--- config.mk ---
export PLATFORM = sky130hd
export DESIGN_NAME = prog_seq
export DESIGN_NICKNAME = d
export VERILOG_FILES = /design/src/rtl/prog_seq_pkg.sv /design/src/rtl/seq_phase.sv /design/src/rtl/seq_serial_inc.sv /design/src/rtl/seq_ret_stack.sv /design/src/rtl/prog_seq.sv
export SDC_FILE = /design/constraint.sdc
export NUM_CORES = 1
export LEC_CHECK = 0
export BUFFER_PORTS_ARGS = -buffer_cell sky130_fd_sc_hd__buf_2
export CAP_MARGIN = 20
export CELL_PAD_IN_SITES_DETAIL_PLACEMENT = 0
export CELL_PAD_IN_SITES_GLOBAL_PLACEMENT = 2
export CORE_ASPECT_RATIO = 1.75
export CORE_MARGIN = 4
export CORE_UTILIZATION = 35
export DETAILED_ROUTE_END_ITERATION = 8
export GPL_ROUTABILITY_DRIVEN = 1
export PLACE_DENSITY_LB_ADDON = 0.1
export SYNTH_ARGS = -nofsm -noshare
export SYNTH_HDL_FRONTEND = slang
export SYNTH_SLANG_ARGS = --single-unit
--- constraint.sdc ---
create_clock -name clk -period 3.4 [get_ports clk]
set_input_delay 0.17 -clock clk [delete_from_list [all_inputs] [get_ports clk]]
set_output_delay 0.17 -clock clk [all_outputs]
set_load 0.02 [all_outputs]
--- src/rtl/prog_seq_pkg.sv ---
package prog_seq_pkg;
  typedef enum logic [2:0] {
    BR_STEP    = 3'd0,
    BR_JUMP    = 3'd1,
    BR_CALL    = 3'd2,
    BR_RET     = 3'd3,
    BR_JUMP_IF = 3'd4,
    BR_CALL_IF = 3'd5,
    BR_RET_IF  = 3'd6,
    BR_RESTART = 3'd7
  } br_kind_e;
endpackage

--- src/rtl/seq_phase.sv ---
module seq_phase #(
  parameter int W = 9,
  localparam int PW = (W > 1) ? $clog2(W) : 1
) (
  input  logic clk,
  input  logic rst_n,
  input  logic clr,
  output logic first
);
  logic [PW-1:0] ph;

  always_ff @(posedge clk or negedge rst_n) begin
    if (!rst_n)                     ph <= '0;
    else if (clr)                   ph <= '0;
    else if (ph == PW'(W - 1))      ph <= '0;
    else                            ph <= ph + PW'(1);
  end

  assign first = (ph == '0);
endmodule

--- src/rtl/seq_serial_inc.sv ---
module seq_serial_inc (
  input  logic clk,
  input  logic rst_n,
  input  logic first,
  input  logic bit_in,
  output logic sum
);
  logic carry_q;
  logic cin;

  assign cin = first ? 1'b1 : carry_q;
  assign sum = bit_in ^ cin;

  always_ff @(posedge clk or negedge rst_n) begin
    if (!rst_n) carry_q <= 1'b0;
    else        carry_q <= bit_in & cin;
  end
endmodule

--- src/rtl/seq_ret_stack.sv ---
module seq_ret_stack #(
  parameter int W     = 9,
  parameter int DEPTH = 3,
  localparam int DW   = $clog2(DEPTH + 1)
) (
  input  logic          clk,
  input  logic          rst_n,
  input  logic          clr,
  input  logic          push,
  input  logic          pop,
  input  logic          fill,
  input  logic          ser_bit,
  output logic [W-1:0]  top,
  output logic [DW-1:0] depth
);
  logic [W-1:0] ent [DEPTH];

  always_ff @(posedge clk or negedge rst_n) begin
    if (!rst_n) begin
      for (int i = 0; i < DEPTH; i++) ent[i] <= '0;
    end else if (clr) begin
      for (int i = 0; i < DEPTH; i++) ent[i] <= '0;
    end else begin
      if (push) begin
        for (int i = DEPTH - 1; i > 0; i--) ent[i] <= ent[i-1];
      end else if (pop) begin
        for (int i = 0; i < DEPTH - 1; i++) ent[i] <= ent[i+1];
        ent[DEPTH-1] <= '0;
      end
      if (push || fill) ent[0] <= {ser_bit, ent[0][W-1:1]};
    end
  end

  always_ff @(posedge clk or negedge rst_n) begin
    if (!rst_n)                                  depth <= '0;
    else if (clr)                                depth <= '0;
    else if (push && depth != DW'(DEPTH))        depth <= depth + DW'(1);
    else if (pop && depth != '0)                 depth <= depth - DW'(1);
  end

  assign top = (depth != '0) ? ent[0] : '0;


  full_push_chk: assert property (@(posedge clk) disable iff (!rst_n)
    (push && !clr && depth == DW'(DEPTH)) |=> (depth == DW'(DEPTH)));


  empty_pop_chk: assert property (@(posedge clk) disable iff (!rst_n)
    (pop && !clr && depth == '0) |=> (depth == '0));


  depth_bound_chk: assert property (@(posedge clk) disable iff (!rst_n)
    (push && !clr) |=> (depth != '0));
endmodule

--- src/rtl/prog_seq.sv ---
module prog_seq
  import prog_seq_pkg::*;
#(
  parameter int AW          = 9,
  parameter int COL_W       = 6,
  parameter int DEPTH       = 3,
  parameter logic [8:0] IRQ_VEC = 9'd448,
  localparam int WORD_W     = AW - COL_W,
  localparam int DW         = $clog2(DEPTH + 1)
) (
  input  logic              clk,
  input  logic              rst_n,
  input  logic              hard_rst,
  input  logic [2:0]        br_kind,
  input  logic              br_cond,
  input  logic [AW-1:0]     br_target,
  input  logic              irq,
  output logic [COL_W-1:0]  col_sel,
  output logic [WORD_W-1:0] word_sel,
  output logic              addr_valid
);
  logic          first;
  logic [AW-1:0] pc_q;
  logic [AW-1:0] src_q;
  logic          inc_q, push_q;
  logic          inc_d, push_d, pop_d, clr_d;
  logic [AW-1:0] load_d;
  logic [AW-1:0] stk_top;
  logic [DW-1:0] stk_depth;
  logic          sum_bit, cur_inc, src_bit, new_bit;
  br_kind_e      kind;

  assign kind = br_kind_e'(br_kind);

  seq_phase #(.W(AW)) u_phase (
    .clk(clk), .rst_n(rst_n), .clr(hard_rst), .first(first)
  );

  seq_serial_inc u_inc (
    .clk(clk), .rst_n(rst_n), .first(first), .bit_in(pc_q[0]), .sum(sum_bit)
  );

  always_comb begin
    inc_d  = 1'b0;
    push_d = 1'b0;
    pop_d  = 1'b0;
    clr_d  = 1'b0;
    load_d = '0;
    if (kind == BR_RESTART) begin
      clr_d = 1'b1;
    end else if (irq) begin
      push_d = 1'b1;
      load_d = IRQ_VEC;
    end else begin
      case (kind)
        BR_JUMP:    load_d = br_target;
        BR_CALL:    begin load_d = br_target; push_d = 1'b1; end
        BR_RET:     begin load_d = stk_top;   pop_d  = 1'b1; end
        BR_JUMP_IF: begin
          if (br_cond) load_d = br_target;
          else         inc_d  = 1'b1;
        end
        BR_CALL_IF: begin
          if (br_cond) begin load_d = br_target; push_d = 1'b1; end
          else         inc_d = 1'b1;
        end
        BR_RET_IF: begin
          if (br_cond) begin load_d = stk_top; pop_d = 1'b1; end
          else         inc_d = 1'b1;
        end
        default:    inc_d = 1'b1;
      endcase
    end
  end

  seq_ret_stack #(.W(AW), .DEPTH(DEPTH)) u_stack (
    .clk(clk), .rst_n(rst_n),
    .clr(hard_rst || (first && clr_d)),
    .push(first && push_d && !hard_rst),
    .pop(first && pop_d && !hard_rst),
    .fill(!first && push_q),
    .ser_bit(sum_bit),
    .top(stk_top),
    .depth(stk_depth)
  );

  assign cur_inc = first ? inc_d : inc_q;
  assign src_bit = first ? load_d[0] : src_q[0];
  assign new_bit = cur_inc ? sum_bit : src_bit;

  always_ff @(posedge clk or negedge rst_n) begin
    if (!rst_n) begin
      pc_q <= '0; src_q <= '0; inc_q <= 1'b0; push_q <= 1'b0;
    end else if (hard_rst) begin
      pc_q <= '0; src_q <= '0; inc_q <= 1'b0; push_q <= 1'b0;
    end else begin
      pc_q <= {new_bit, pc_q[AW-1:1]};
      if (first) begin
        src_q  <= load_d >> 1;
        inc_q  <= inc_d;
        push_q <= push_d;
      end else begin
        src_q  <= src_q >> 1;
      end
    end
  end

  assign col_sel    = pc_q[AW-1:WORD_W];
  assign word_sel   = pc_q[WORD_W-1:0];
  assign addr_valid = first;

  logic [AW-1:0] chk_exp_q;
  logic          chk_arm_q;
  always_ff @(posedge clk or negedge rst_n) begin
    if (!rst_n)                chk_arm_q <= 1'b0;
    else if (hard_rst)         chk_arm_q <= 1'b0;
    else if (addr_valid)       chk_arm_q <= (kind == BR_STEP) && !irq;
  end
  always_ff @(posedge clk or negedge rst_n) begin
    if (!rst_n)                chk_exp_q <= '0;
    else if (addr_valid)       chk_exp_q <= {col_sel, word_sel} + AW'(1);
  end


  valid_gap_chk: assert property (@(posedge clk) disable iff (!rst_n)
    (addr_valid && !hard_rst) |=> !addr_valid);


  hard_rst_chk: assert property (@(posedge clk) disable iff (!rst_n)
    hard_rst |=> (addr_valid && col_sel == '0 && word_sel == '0));


  step_result_chk: assert property (@(posedge clk) disable iff (!rst_n)
    (addr_valid && chk_arm_q) |-> ({col_sel, word_sel} == chk_exp_q));
endmodule

# After elaboration in Yosys (flattened, before gate mapping)
# Index checks and enable logic that the tools add are counted.
[classes] add_sub_neg=3 eq_ne=10 n_reduce_logical=23 mux=38 bitwise_logic=2
[op_table] operator="$mux W9" n=8
[op_table] operator="$mux W27" n=2
[op_table] operator="$pmux W9 S4" n=1
[op_table] operator="$mux W18" n=1
[op_table] operator="$mux W1" n=16
[op_table] operator="$mux W8" n=2
[op_table] operator="$eq A3 B3 Y1 const B" n=4
[op_table] operator="$reduce_bool A3 Y1" n=3
[op_table] operator="$logic_and A1 B1 Y1" n=8
[op_table] operator="$mux W4" n=2
[op_table] operator="$eq A3 B2 Y1 const B" n=2
[op_table] operator="$mux W2" n=3
[op_table] operator="$pmux W1 S2" n=3
[op_table] operator="$reduce_or A3 Y1" n=2
[op_table] operator="$add A4 B1 Y4 const B" n=1
[op_table] operator="$eq A4 B4 Y1 const B" n=1
[op_table] operator="$logic_not A4 Y1" n=1
[op_table] operator="$reduce_bool A2 Y1" n=2
[op_table] operator="$reduce_or A2 Y1" n=2
[op_table] operator="$eq A3 B1 Y1 const B" n=1
[op_table] operator="$ne A3 B2 Y1 const B" n=1
[op_table] operator="$add A2 B1 Y2 const B" n=1
[op_table] operator="$logic_not A1 Y1" n=2
[op_table] operator="$logic_or A1 B1 Y1" n=2
[op_table] operator="other kinds (5)" n=5
[word_totals] register_bits=54 inputBits=17

# Logic depth before layout (Yosys ltp)
# Gate-level depths: netlist of the first run.
[depth] depth_word=10 ltp_mapped=9 depth_no_buf=7

# Hierarchy
# From an unflattened synthesis of the first run, not the netlist that was laid out.
[hier_totals] hier_cells=294 hier_area_um2=2971.6
[by_module_without_submodules] mod="seq_ret_stack" cells_each=140 area_per_inst_um2=1574.0 seq_area_each_um2=725.7 n_inst=1
[by_module_without_submodules] mod="prog_seq" cells_each=130 area_per_inst_um2=1148.6 seq_area_each_um2=475.5 n_inst=1
[by_module_without_submodules] mod="seq_phase" cells_each=21 area_per_inst_um2=205.2 seq_area_each_um2=100.1 n_inst=1
[by_module_without_submodules] mod="seq_serial_inc" cells_each=3 area_per_inst_um2=43.8 seq_area_each_um2=25.0 n_inst=1

# Worst setup path before layout of the first run
# OpenSTA, ideal clock, no wires.
[synth_path] path_type="reg-to-reg" startpoint="register u_phase.ph[0]" endpoint="register u_stack.depth[0]" t_required_ns=3.281 stages_incl_launch_ff=9 period_less_slack_ns=2.228 path_buffers=1 arrival_time_ns=2.110 slack_ns=1.172 cell_sequence="dfrtp_1 -> inv_1 -> ha_1 -> or3b_1 -> buf_2 -> or3_4 -> or2_1 -> o211a_1 -> o21a_1"
[synth_via] elab_chain_cells=6 elab_cells_between_ends=12 cone_classes="2 x mux; 10 x reduce/logical"
[synth_lines] item="start: declaration" line="seq_phase.sv:10" rtl="logic [PW-1:0] ph;"
[synth_lines] item="start signal: assignment" line="seq_phase.sv:16" rtl="else ph <= ph + PW'(1);"
[synth_lines] item="$logic_not A4 Y1 (*)" line="seq_phase.sv:19" rtl="assign first = (ph == '0);"
[synth_lines] item="$logic_and A1 B1 Y1 (2 in series)" line="prog_seq.sv:79" rtl=".push(first && push_d && !hard_rst),"
[synth_lines] item="$logic_and A1 B1 Y1" line="seq_ret_stack.sv:37" rtl="else if (push && depth != DW'(DEPTH)) depth <= depth + DW'(1);"
[synth_lines] item="$mux W2" line="seq_ret_stack.sv:37"
[synth_lines] item="$mux W2" line="seq_ret_stack.sv:36" rtl="else if (clr) depth <= '0;"
[synth_lines] item="end signal: assignment" line="seq_ret_stack.sv:37"
[synth_lines] item="end signal: assignment" line="seq_ret_stack.sv:38" rtl="else if (pop && depth != '0) depth <= depth - DW'(1);"
[synth_lines] item="end: declaration" line="seq_ret_stack.sv:14" rtl="output logic [DW-1:0] depth"
# Every way passes the cells marked *; elsewhere a longest branch is shown, timed or not.
# A chain may end at the register's enable or synchronous reset.

# Final worst setup path of the first run
# Ends and elaborated chain as after synthesis.

==> results of run 1 <==
[kinds of logic (layout without fill, tap and decap cells)]
logic type	count (synthesis)	in the layout
flip-flops	53	53
multiplexers	19	19
buffers and inverters	22	47
XOR/XNOR	1	1
AO/OA/AOI/OAI	71	71
adder cells (fa/ha/maj)	3	3
AND/OR/NAND/NOR	53	53
[stage by stage]
stage,setup slack (ns),utilization [%],instances,power (W)
finish,0.755,41.2,331,0.00134
global route,0.634,41.2,331,0.00141
CTS,0.742,41.2,331,0.00136
detailed placement,0.766,39.0,322,0.000857
global placement,0.796,39.0,322,0.000853
floorplan,1.17,-,222,0.000790
[critical path: cells and delay by family (launching register included)]
kind	cells	cell delay [ns]
AOI/OAI and AO/OA	2	0.49
buffers and inverters	1	0.07
DFF	1	0.41
and+or+nand+nor	3	1.38
adders and majority gates	1	0.20
[per-layer routing]
layer | routed length [um] | part of all wire (%) | vias to the layer above | global-route usage [%]
li1 | - | - | 862 | -
met1 | 2600 | 43 | 926 | 17.4
met2 | 3140 | 52 | 29 | 26.4
met3 | 159 | 2.6 | 10 | 3.10
met4 | 140 | 2.3 | 0 | 6.00
met5 | 0 | 0 | - | 0
[power by group through the flow]
stage	Clock [W]	Combinational (W)	Sequential, W
finish	0.000499	0.000189	0.000655
global placement	0	0.000188	0.000665
CTS	0.000513	0.000192	0.000654
floorplan	0	0.000122	0.000668
detailed placement	0	0.000190	0.000667
global route	0.000545	0.000209	0.000655
[flip-flops by register name, indices dropped and copies added, names as in the netlist]
name / count
inc_q: 1
pc_q: 9
u_stack.depth: 2
u_inc.carry_q: 1
src_q: 8
u_stack.ent: 27
push_q: 1
u_phase.ph: 4
[layout make-up]
cell class / instances / area (sq um)
Multi-Input combinational cell: 147 / 1070
Clock buffer: 7 / 133
Fill cell: 666 / 4060
Sequential cell: 53 / 1330
Tap cell: 84 / 105
Timing Repair Buffer: 32 / 178
Clock inverter: 1 / 7.51
Inverter: 7 / 26.3
[path summary, 6_finish.rpt]
path                                     to  slack (ns)           from  depth (start not counted)
max                        u_stack.depth[0]        0.75  u_phase.ph[0]                          7
min                                src_q[7]        0.15   br_target[8]                          3
max reg2reg                u_stack.depth[0]        0.75  u_phase.ph[0]                          7
min reg2reg                        src_q[6]        0.46       src_q[7]                          2
max in group asynchronous    u_stack.ent[1]        2.15          rst_n                          3
min in group asynchronous           pc_q[1]        0.45          rst_n                          2
[timing repair]
action | in CTS | in global routing
resized for setup | 0 | 0
hold endpoints to repair | 28 | 0
endpoints found under the setup margin | 0 | 0
hold buffers | 1 | 0
[layout by cell type, fill, tap and decap left out, types with 6 or more instances in the layout]
| master | n |
|---|---|
| a21oi_1 | 7 |
| a22o_1 | 8 |
| a22oi_1 | 6 |
| buf_2 | 26 |
| dfrtp_1 | 53 |
| inv_1 | 6 |
| mux2i_1 | 19 |
| nand2_1 | 9 |
| nand2b_1 | 6 |
| nor2_1 | 11 |
| nor2b_1 | 10 |
| o21ai_0 | 8 |
| o2bb2ai_1 | 18 |
==> impl_metrics.json, run 1 <==
{
  "critPathMaxStageDelay_ns": 0.48,
  "intPower_w": 0.000985,
  "crit_path_end_kind": "flip-flop",
  "die_area_sq_um": 8600,
  "hp-class": "in -> reg",
  "min_period_over_period_pct": 77.8,
  "synth_ff_type": "dfrtp_1",
  "pwr-share-clk_pct": 37.2,
  "nets": 266,
  "grt_pass1_vias": 1996,
  "synthCells": 222,
  "grt_setup_unrepaired": "no",
  "clock_latency_ns": 0.29,
  "cpMaxStageDelayCell": "or2_1",
  "syn_area_per_cell_sq_um": 11.2,
  "area_growth_pct": 14.0,
  "netlist_area_sq_um": 2500,
  "criticalPathCategory": "reg -> reg",
  "die_h_um": 120,
  "overflow": 0,
  "pin_count": 27,
  "portBuffers": 26,
  "yosysTopAreaCell": "dfrtp_1",
  "synth_top_family_by_area": "compound AO/OA/AOI/OAI gates",
  "track_usage_pct": 15.0,
  "start_kind": "flip-flop",
  "place_congestion": 0.769,
  "cp_max_fo": 11,
  "cts-root-buf": "clkbuf_16",
  "setup_viol": 0,
  "final-hold-violation-count": 0,
  "synth-compound-area-share_pct": 21.9,
  "outcome": "finished, final reports clean",
  "comb_power_share_pct": 14.1,
  "synth.yosys.seq_area_share_pct": 53.1,
  "ys_ff_latch": 53,
  "fmax_mhz": 378,
  "vias_per_cell": 5.52,
  "stdcell_area_sq_um": 2850,
  "antenna_found_initial": 0,
  "drtAntennaViolNets": 0,
  "yosys.cell_count.top_type": "dfrtp_1",
  "antenna_cells_inserted": 0,
  "drt_iter0_markers": 85,
  "synthArstFlopShare_pct": 100,
  "synth_enable_flop_cells": 0,
  "synth_fp_nets": 242,
  "drt-total-wl_mm": 6.04,
  "synthSimpleGateAreaFrac_pct": 11.5,
  "rows": 40,
  "dr_total_vias": 1827,
  "wl_per_cell_um": 18.2,
  "grt_max_degree": 30,
  "die_w_um": 71.9,
  "powerDensity_nw_per_um2": 472,
  "synthDistinctLibCells": 44,
  "fin_skew_ns": 0.00297,
  "initial_core_util_pct": 36.2,
  "synth_top_area_share_pct": 53.1,
  "layout_min_cycle_time_ns": 2.65,
  "worst_pin_slew_ns": 0.843,
  "slew_headroom_pct": 43.5,
  "cts_tree": "done",
  "core_area_sq_um": 6910,
  "netlist_top_cells_count": "dfrtp_1 (53), mux2i_1 (19), o2bb2ai_1 (18)",
  "drv_cap": 0,
  "drt_first_pass_iters": 4,
  "place_area_sq_um": 2700,
  "grt_pass1_wl_mm": 10.1,
  "cp_data_arrival_time_ns": 2.83,
  "htree_levels": 2,
  "yosys.area_share.adder_pct": 1.50,
  "critPathRequiredTime_ns": 3.58,
  "drc_errors": 0,
  "drv_slew": 0,
  "clkTransAtPathRegs_ns": 0.07,
  "switchingPower_w": 0.000357,
  "synth_mux_area_share_pct": 7.62,
  "synthXorXnorAreaFrac_pct": 0.351,
  "swShare_pct": 26.6,
  "seqPwrFrac_pct": 48.8,
  "synthTopCellsByArea": "dfrtp_1 (53%), mux2i_1 (7.6%), o2bb2ai_1 (6.3%), a22o_1 (2.8%), nor2b_1 (2.5%)",
  "ys_warn_count": 0,
  "clockBufferDepth": 2,
  "cts_setup_buffers": 0,
  "holdWs_ns": 0.148,
  "drive_gt1_share_pct": 16.2,
  "p_leak_nw": 1.38,
  "numCtsBuffers": 5,
  "cts.sinks": 53,
  "tns_ns": 0,
  "post-dp-hpwl_mm": 4.33,
  "path_cells": "inv_1 > ha_1 > or3b_1 > or3_4 > or2_1 > o211a_1 > o21a_1",
  "peakVddDrop_mv": 0.268
}
(Power assumes the default switching activity.)
==> run 2: changes to the inputs <==
--- a/config.mk
+++ b/config.mk
@@ -5,13 +5,14 @@
 export SDC_FILE = /design/constraint.sdc
 export NUM_CORES = 1
 export LEC_CHECK = 0
+export ABC_AREA = 1
 export BUFFER_PORTS_ARGS = -buffer_cell sky130_fd_sc_hd__buf_2
 export CAP_MARGIN = 20
 export CELL_PAD_IN_SITES_DETAIL_PLACEMENT = 0
 export CELL_PAD_IN_SITES_GLOBAL_PLACEMENT = 2
 export CORE_ASPECT_RATIO = 1.75
 export CORE_MARGIN = 4
-export CORE_UTILIZATION = 35
+export CORE_UTILIZATION = 31
 export DETAILED_ROUTE_END_ITERATION = 8
 export GPL_ROUTABILITY_DRIVEN = 1
 export PLACE_DENSITY_LB_ADDON = 0.1
==> constraint.sdc (replaced) <==
create_clock -name clk -period 2.3 [get_ports clk]
set_input_delay 0.115 -clock clk [delete_from_list [all_inputs] [get_ports clk]]
set_output_delay 0.115 -clock clk [all_outputs]
set_load 0.02 [all_outputs]
==> run 2 against run 1 <==
Utilization shrank 4.4 points. Power is 51% higher. Non-clock buffer count is 1 lower. Critical path depth is 5 higher. Highest routed layer unchanged. Cell count increased by 49%. Synthesized cell count rose by 58%.
==> impl_metrics.json, run 2 <==
{
  "antenna_found_initial": 0,
  "p_leak_nw": 1.60,
  "synth_enable_flop_cells": 0,
  "pwr-share-clk_pct": 37.5,
  "layout.cells.most_common_list": "nand2_1 (126), dfrtp_1 (53), nand3_1 (40)",
  "r2r_cells": 12,
  "hp-class": "in -> reg",
  "synth_top_family_by_area": "simple AND/OR/NAND/NOR gates",
  "yosys.area_share.adder_pct": 1.38,
  "synth_fp_nets": 370,
  "synth-compound-area-share_pct": 6.88,
  "crit_top_cell": "inv_2",
  "cts_tree": "done",
  "worst_pin_slew_ns": 0.696,
  "drtAntennaViolNets": 0,
  "holdPathStages": 5,
  "path_buf_inv": 4,
  "overflow": 0,
  "dr_total_vias": 2280,
  "fmax_mhz": 498,
  "place_congestion": 0.732,
  "clock_latency_ns": 0.30,
  "post-dp-hpwl_mm": 5.17,
  "reg2reg_from": "u_phase.ph[0]",
  "regMostFlops": "u_stack.ent",
  "comb_power_share_pct": 14.6,
  "cpMaxStageDelayCell": "dfrtp_1",
  "outcome": "finished, final reports clean",
  "cp_max_fo": 11,
  "min_period_over_period_pct": 87.4,
  "largest_registers": "u_stack.ent x27, pc_q x9, src_q x8",
  "cts_setup_buffers": 0,
  "grt_setup_unrepaired": "no",
  "drv_cap": 0,
  "path_cells": "inv_1 > ha_1 > nand2_2 > nor2_4 > inv_2 > nand2_2 > nand2_4 > inv_2 > nand2_4 > inv_2 > nand2_1 > nand2_1",
  "clkTransAtPathRegs_ns": 0.07,
  "numCtsBuffers": 5,
  "layout_min_cycle_time_ns": 2.01,
  "yosys.cell_count.top_type": "nand2_1",
  "criticalPathCategory": "reg -> reg",
  "die_area_sq_um": 10400,
  "slew_headroom_pct": 53.6,
  "seqPwrFrac_pct": 47.9,
  "start_kind": "flip-flop",
  "drt_first_pass_iters": 4,
  "setup_viol": 0,
  "tns_ns": 0,
  "synthXorXnorAreaFrac_pct": 0.646,
  "crit_path_end_kind": "flip-flop",
  "ys_ff_latch": 53,
  "final-hold-violation-count": 0,
  "swShare_pct": 29.1,
  "netlist_top_cells_count": "nand2_1 (126), dfrtp_1 (53), nand3_1 (40)",
  "htree_levels": 2,
  "critPathRequiredTime_ns": 2.54,
  "rows": 44,
  "portBuffers": 26,
  "fin_skew_ns": 0.00301,
  "clockBufferDepth": 2,
  "whs_endpoint": "src_q[7]",
  "wl_per_cell_um": 13.8,
  "synthDistinctLibCells": 29,
  "yosysTopAreaCell": "dfrtp_1",
  "powerDensity_nw_per_um2": 655,
  "vias_per_cell": 4.62,
  "final_core_util_pct": 36.9,
  "area_growth_pct": 14.5,
  "core_area_sq_um": 8420,
  "die_w_um": 78.7,
  "antenna_cells_inserted": 0,
  "drt_iter0_markers": 100,
  "synthArstFlopShare_pct": 100,
  "initial_core_util_pct": 32.2,
  "drc_errors": 0,
  "grt_max_degree": 54,
  "syn_area_per_cell_sq_um": 7.75,
  "die_h_um": 132,
  "cp_data_arrival_time_ns": 2.25,
  "peakVddDrop_mv": 0.452,
  "synth_top_area_share_pct": 48.9,
  "final_common_cell": "nand2_1",
  "ff2ff_setup_slack_ns": 0.29,
  "path_delay_family": "simple AND/OR/NAND/NOR gates",
  "min_from": "br_target[8]",
  "synthTopCellsByArea": "dfrtp_1 (49%), nand2_1 (17%), nand3_1 (7.4%), inv_1 (4.7%), o21ai_0 (3.5%)",
  "drive_gt1_share_pct": 16.1,
  "synth_ff_type": "dfrtp_1",
  "grt_pass1_wl_mm": 11.7,
  "synth.yosys.seq_area_share_pct": 48.9,
  "cts.sinks": 53,
  "grt_pass1_vias": 2309,
  "intPower_w": 0.00144,
  "finalPower_w": 0.00203,
  "ys_warn_count": 0,
  "synth_mux_area_share_pct": 0,
  "cts-root-buf": "clkbuf_16",
  "pin_count": 27,
  "fillers": 921,
  "synthSimpleGateAreaFrac_pct": 34.1,
  "drt-total-wl_mm": 6.83,
  "largest_reg_flops": 27,
  "synthCells": 350,
  "drv_slew": 0,
  "rr_endpoint": "u_stack.ent[18]",
  "critPathMaxStageDelay_ns": 0.41,
  "track_usage_pct": 14.2,
  "switchingPower_w": 0.000592,
  "nets": 398,
  "netlist_area_sq_um": 2710
}
[run 2: cell count changes in the layout (fill, tap and decap cells not counted), sizes merged, moves of 8 or more]
| cell | delta |
|---|---|
| o21ai | +15 |
| nor2b | -10 |
| inv | +34 |
| nand3 | +38 |
| o2bb2ai | -18 |
| nand2 | +124 |
| a22o | -8 |
| mux2i | -19 |
| nor2 | +16 |
[run 2: logic make-up after synthesis]
group / after synthesis
xor gates and xnor gates: 2
AOI/OAI and AO/OA: 34
and+or+nand+nor: 208
DFF: 53
adders and majority gates: 3
buffers and inverters: 50
[run 2: final cells by class]
type / instances / area [sq um] / area share, %
Timing Repair Buffer: 31 / 170 / 5.48
Sequential cell: 53 / 1330 / 42.7
Multi-Input combinational cell: 247 / 1170 / 37.6
Clock inverter: 3 / 21.3 / 0.685
Tap cell: 115 / 144 / 4.64
Inverter: 40 / 150 / 4.84
Clock buffer: 5 / 125 / 4.03
[run 2: stage by stage]
step	setup slack, ns	hold WS [ns]	area (sq um)	instances
finish	0.291	0.134	3100	494
global route	0.0484	0.136	3100	494
CTS	0.111	0.131	3100	494
detailed placement	0.124	0.296	2950	485
global placement	0.188	0.298	2950	485
floorplan	0.528	-0.181	2710	350
[run 2: worst max path at each step]
stage | startpoint | end | slack, ns | depth (start not counted)
after floorplan | u_phase.ph[0] | u_stack.ent[19] | 0.53 | 12
after global placement | u_phase.ph[0] | u_stack.ent[7] | 0.19 | 9
after detailed placement | u_phase.ph[0] | u_stack.ent[7] | 0.12 | 9
after CTS | u_phase.ph[0] | u_stack.ent[7] | 0.11 | 9
after global routing | u_phase.ph[0] | u_stack.ent[18] | 0.05 | 12
final | u_phase.ph[0] | u_stack.ent[18] | 0.29 | 12
[run 2: what timing repair did]
item | in CTS | in global routing
endpoints found under the setup margin | 0 | 2
hold buffers | 1 | 0
resized for setup | 0 | 1
hold endpoints to repair | 53 | 0
[run 2: power groups by stage]
| stage | combinational (W) | sequential (W) | clock, W |
|---|---|---|---|
| floorplan | 0.000203 | 0.000991 | 0 |
| global placement | 0.000306 | 0.000992 | 0 |
| detailed placement | 0.000305 | 0.000992 | 0 |
| CTS | 0.000307 | 0.000973 | 0.000807 |
| global route | 0.000341 | 0.000977 | 0.000827 |
| finish | 0.000297 | 0.000974 | 0.000763 |
[run 2: layer usage]
| layer | global-route usage (%) | wire length (um) | vias up | part of all wire (%) |
|---|---|---|---|---|
| met1 | 15.7 | 2680 | 1086 | 39 |
| met3 | 2.53 | 180 | 6 | 2.6 |
| met2 | 26.7 | 3870 | 31 | 57 |
| met5 | 0 | 0 | - | 0 |
| li1 | - | - | 1157 | - |
| met4 | 4.67 | 102 | 0 | 1.5 |
[run 2: worst reg2reg max path, cell delays in order (launching register included)]
cell,delay [ns]
dfrtp_1,0.41
inv_1,0.08
ha_1,0.21
nand2_2,0.08
nor2_4,0.16
inv_2,0.14
nand2_2,0.23
nand2_4,0.14
inv_2,0.10
nand2_4,0.09
inv_2,0.17
nand2_1,0.07
nand2_1,0.07
==> run 3: changes to the inputs <==
--- a/config.mk
+++ b/config.mk
@@ -10,7 +10,6 @@
 export CAP_MARGIN = 20
 export CELL_PAD_IN_SITES_DETAIL_PLACEMENT = 0
 export CELL_PAD_IN_SITES_GLOBAL_PLACEMENT = 2
-export CORE_ASPECT_RATIO = 1.75
 export CORE_MARGIN = 4
 export CORE_UTILIZATION = 31
 export DETAILED_ROUTE_END_ITERATION = 8
==> constraint.sdc (replaced) <==
create_clock -name clk -period 1.65 [get_ports clk]
set_input_delay 0.0825 -clock clk [delete_from_list [all_inputs] [get_ports clk]]
set_output_delay 0.0825 -clock clk [all_outputs]
set_load 0.02 [all_outputs]
==> run 3 against run 2 <==
Register-to-register slack lost 0.28 ns. Sequential share of layout area shrank 4.1 points. Die area shrank 0.57%. Flip-flop and latch count is the same. Worst hold slack lost 0.062 ns. Via count grew 2.9%. Global-route usage grew 0.19 points. Power grew 47%. Wire length grew 0.51%. First-iteration DRC count grew 1.0%. Largest power group unchanged.
==> impl_metrics.json, run 3 (same netlist as run 2, synthesis figures left out) <==
{
  "outcome": "finished, final reports clean",
  "antenna_cells_inserted": 0,
  "powerDensity_nw_per_um2": 871,
  "grt_max_degree": 54,
  "worst_pin_slew_ns": 0.331,
  "die_area_sq_um": 10300,
  "layout.cells.most_common_list": "nand2_1 (122), dfrtp_1 (52), nand3_1 (36)",
  "stdcell_count": 507,
  "peakVddDrop_mv": 0.343,
  "grt_pass1_vias": 2315,
  "drtAntennaViolNets": 0,
  "drc_errors": 0,
  "post-dp-hpwl_mm": 4.75,
  "largest_reg_flops": 27,
  "drv_cap": 0,
  "clock_latency_ns": 0.31,
  "multi_input_area_sq_um": 1320,
  "die_w_um": 102,
  "hp-class": "in -> reg",
  "dp.cells": 488,
  "overflow": 0,
  "fin_skew_ns": 0.00952,
  "cts.sinks": 53,
  "antenna_found_initial": 0,
  "critPathMaxStageDelay_ns": 0.40,
  "grt_pass1_wl_mm": 11.7,
  "ff2ff_setup_slack_ns": 0.01,
  "cpMaxStageDelayCell": "dfrtp_1",
  "largest_registers": "u_stack.ent x27, pc_q x9, src_q x8",
  "drt_iter0_markers": 101,
  "die_h_um": 102,
  "layout_min_cycle_time_ns": 1.64,
  "slew_headroom_pct": 77.9,
  "drv_slew": 0,
  "criticalPathCategory": "reg -> reg",
  "path_delay_family": "simple AND/OR/NAND/NOR gates",
  "crit_top_cell": "nor2_4",
  "area_growth_pct": 26.9,
  "htree_levels": 2,
  "dr_total_vias": 2347,
  "drt-total-wl_mm": 6.87,
  "nets": 421,
  "drt_first_pass_iters": 6,
  "cp_max_fo": 6,
  "rows": 33,
  "p_leak_nw": 1.74,
  "clkTransAtPathRegs_ns": 0.10,
  "holdWs_ns": 0.0716,
  "numCtsBuffers": 5,
  "drive_gt1_share_pct": 24.9,
  "setup_viol": 0,
  "regMostFlops": "u_stack.ent",
  "clockBufferDepth": 2,
  "wl_per_cell_um": 13.5,
  "fmax_mhz": 611,
  "crit_path_end_kind": "flip-flop",
  "place_congestion": 0.771,
  "critPathRequiredTime_ns": 1.90,
  "cp_data_arrival_time_ns": 1.89,
  "pin_count": 27,
  "start_kind": "flip-flop",
  "path_buf_inv": 3,
  "final_common_cell": "nand2_1",
  "core_area_sq_um": 8380,
  "register_area_sq_um": 1330,
  "grt_setup_unrepaired": "yes",
  "path_cells": "inv_2 > ha_4 > nand2_4 > nor2_4 > inv_4 > buf_6 > o21ai_4 > nor2_4 > nand2_8 > nand3_1 > nand2_2",
  "final-hold-violation-count": 0,
  "initial_core_util_pct": 32.3,
  "fillers": 855,
  "portBuffers": 26,
  "cts-root-buf": "clkbuf_8",
  "cts_tree": "done",
  "vias_per_cell": 4.63,
  "min_period_over_period_pct": 99.3,
  "track_usage_pct": 14.4
}
-- run 3: changes by cell type in the layout (fill, tap and decap cells not counted), sizes merged --
cell      before  now
bufinv         0    2
clkinvlp       1    0
buf           30   50
nand2        133  135
-- run 3: final timing paths --
| kind | from | to | cells past startpoint |
|---|---|---|---|
| worst max-delay path | u_phase.ph[0] | u_stack.ent[23] | 11 |
| worst min-delay path | br_target[8] | src_q[7] | 5 |
| worst max register to register | u_phase.ph[0] | u_stack.ent[23] | 11 |
| worst min register to register | pc_q[3] | pc_q[2] | 2 |
| max in group asynchronous | rst_n | src_q[2] | 3 |
| min in group asynchronous | rst_n | u_phase.ph[3] | 3 |
-- run 3: cell type report --
type	count	share of cell area, %
timing repair buffer	51	10.1
multi-input combinational	249	38.2
tap	105	3.82
inverter	40	5.06
sequential	53	38.6
timing repair inverter	1	0.182
clock inverter	3	2.00
clock buffer	5	2.00
-- run 3: worst reg2reg max path, delay by kind of cell, from the launching register on --
kind                     cells  cell delay [ns]
AND/OR/NAND/NOR              6             0.61
AO/OA/AOI/OAI                1             0.16
adder cells (fa/ha/maj)      1             0.16
buffers and inverters        3             0.25
flip-flops                   1             0.40
-- run 3: power breakdown --
part / internal (W) / total [W] / switching [W]
sequential: 0.00133 / 0.00136 / 0.0000235
combinational: 0.000206 / 0.000573 / 0.000367
clock: 0.000611 / 0.00107 / 0.000456
-- run 3: per-stage QoR --
stage	TNS [ns]	instance area (sq um)	total power (W)	worst slack [ns]	util, %
4_1_cts	-0.0774	3270	0.00297	-0.0223	39.0
5_1_grt	-1.17	3440	0.00316	-0.0715	41.0
3_3_place_gp	-1.43	3050	0.00185	-0.131	36.4
2_1_floorplan	-1.50	2720	0.00167	-0.109	-
3_5_place_dp	-1.93	3050	0.00185	-0.267	36.4
6_report	0	3440	0.00300	0.0123	41.0
-- run 3: per-layer routing --
metal	track usage [%]	up-vias	wire length, um
met1	21.1	1088	3490
met3	2.27	9	304
li1	-	1203	-
met4	3.78	0	116
met5	0	-	0
met2	22.2	47	2960
-- run 3: repair_timing --
| item | 4_1_cts | 5_1_grt |
|---|---|---|
| gates resized for setup | 14 | 30 |
| pin swaps | 5 | 8 |
| endpoints found under the setup margin | 30 | 29 |
| gates cloned | 3 | 1 |
| hold endpoints to repair | 53 | 0 |
| hold buffers | 1 | 0 |
| buffers inserted | 1 | 5 |
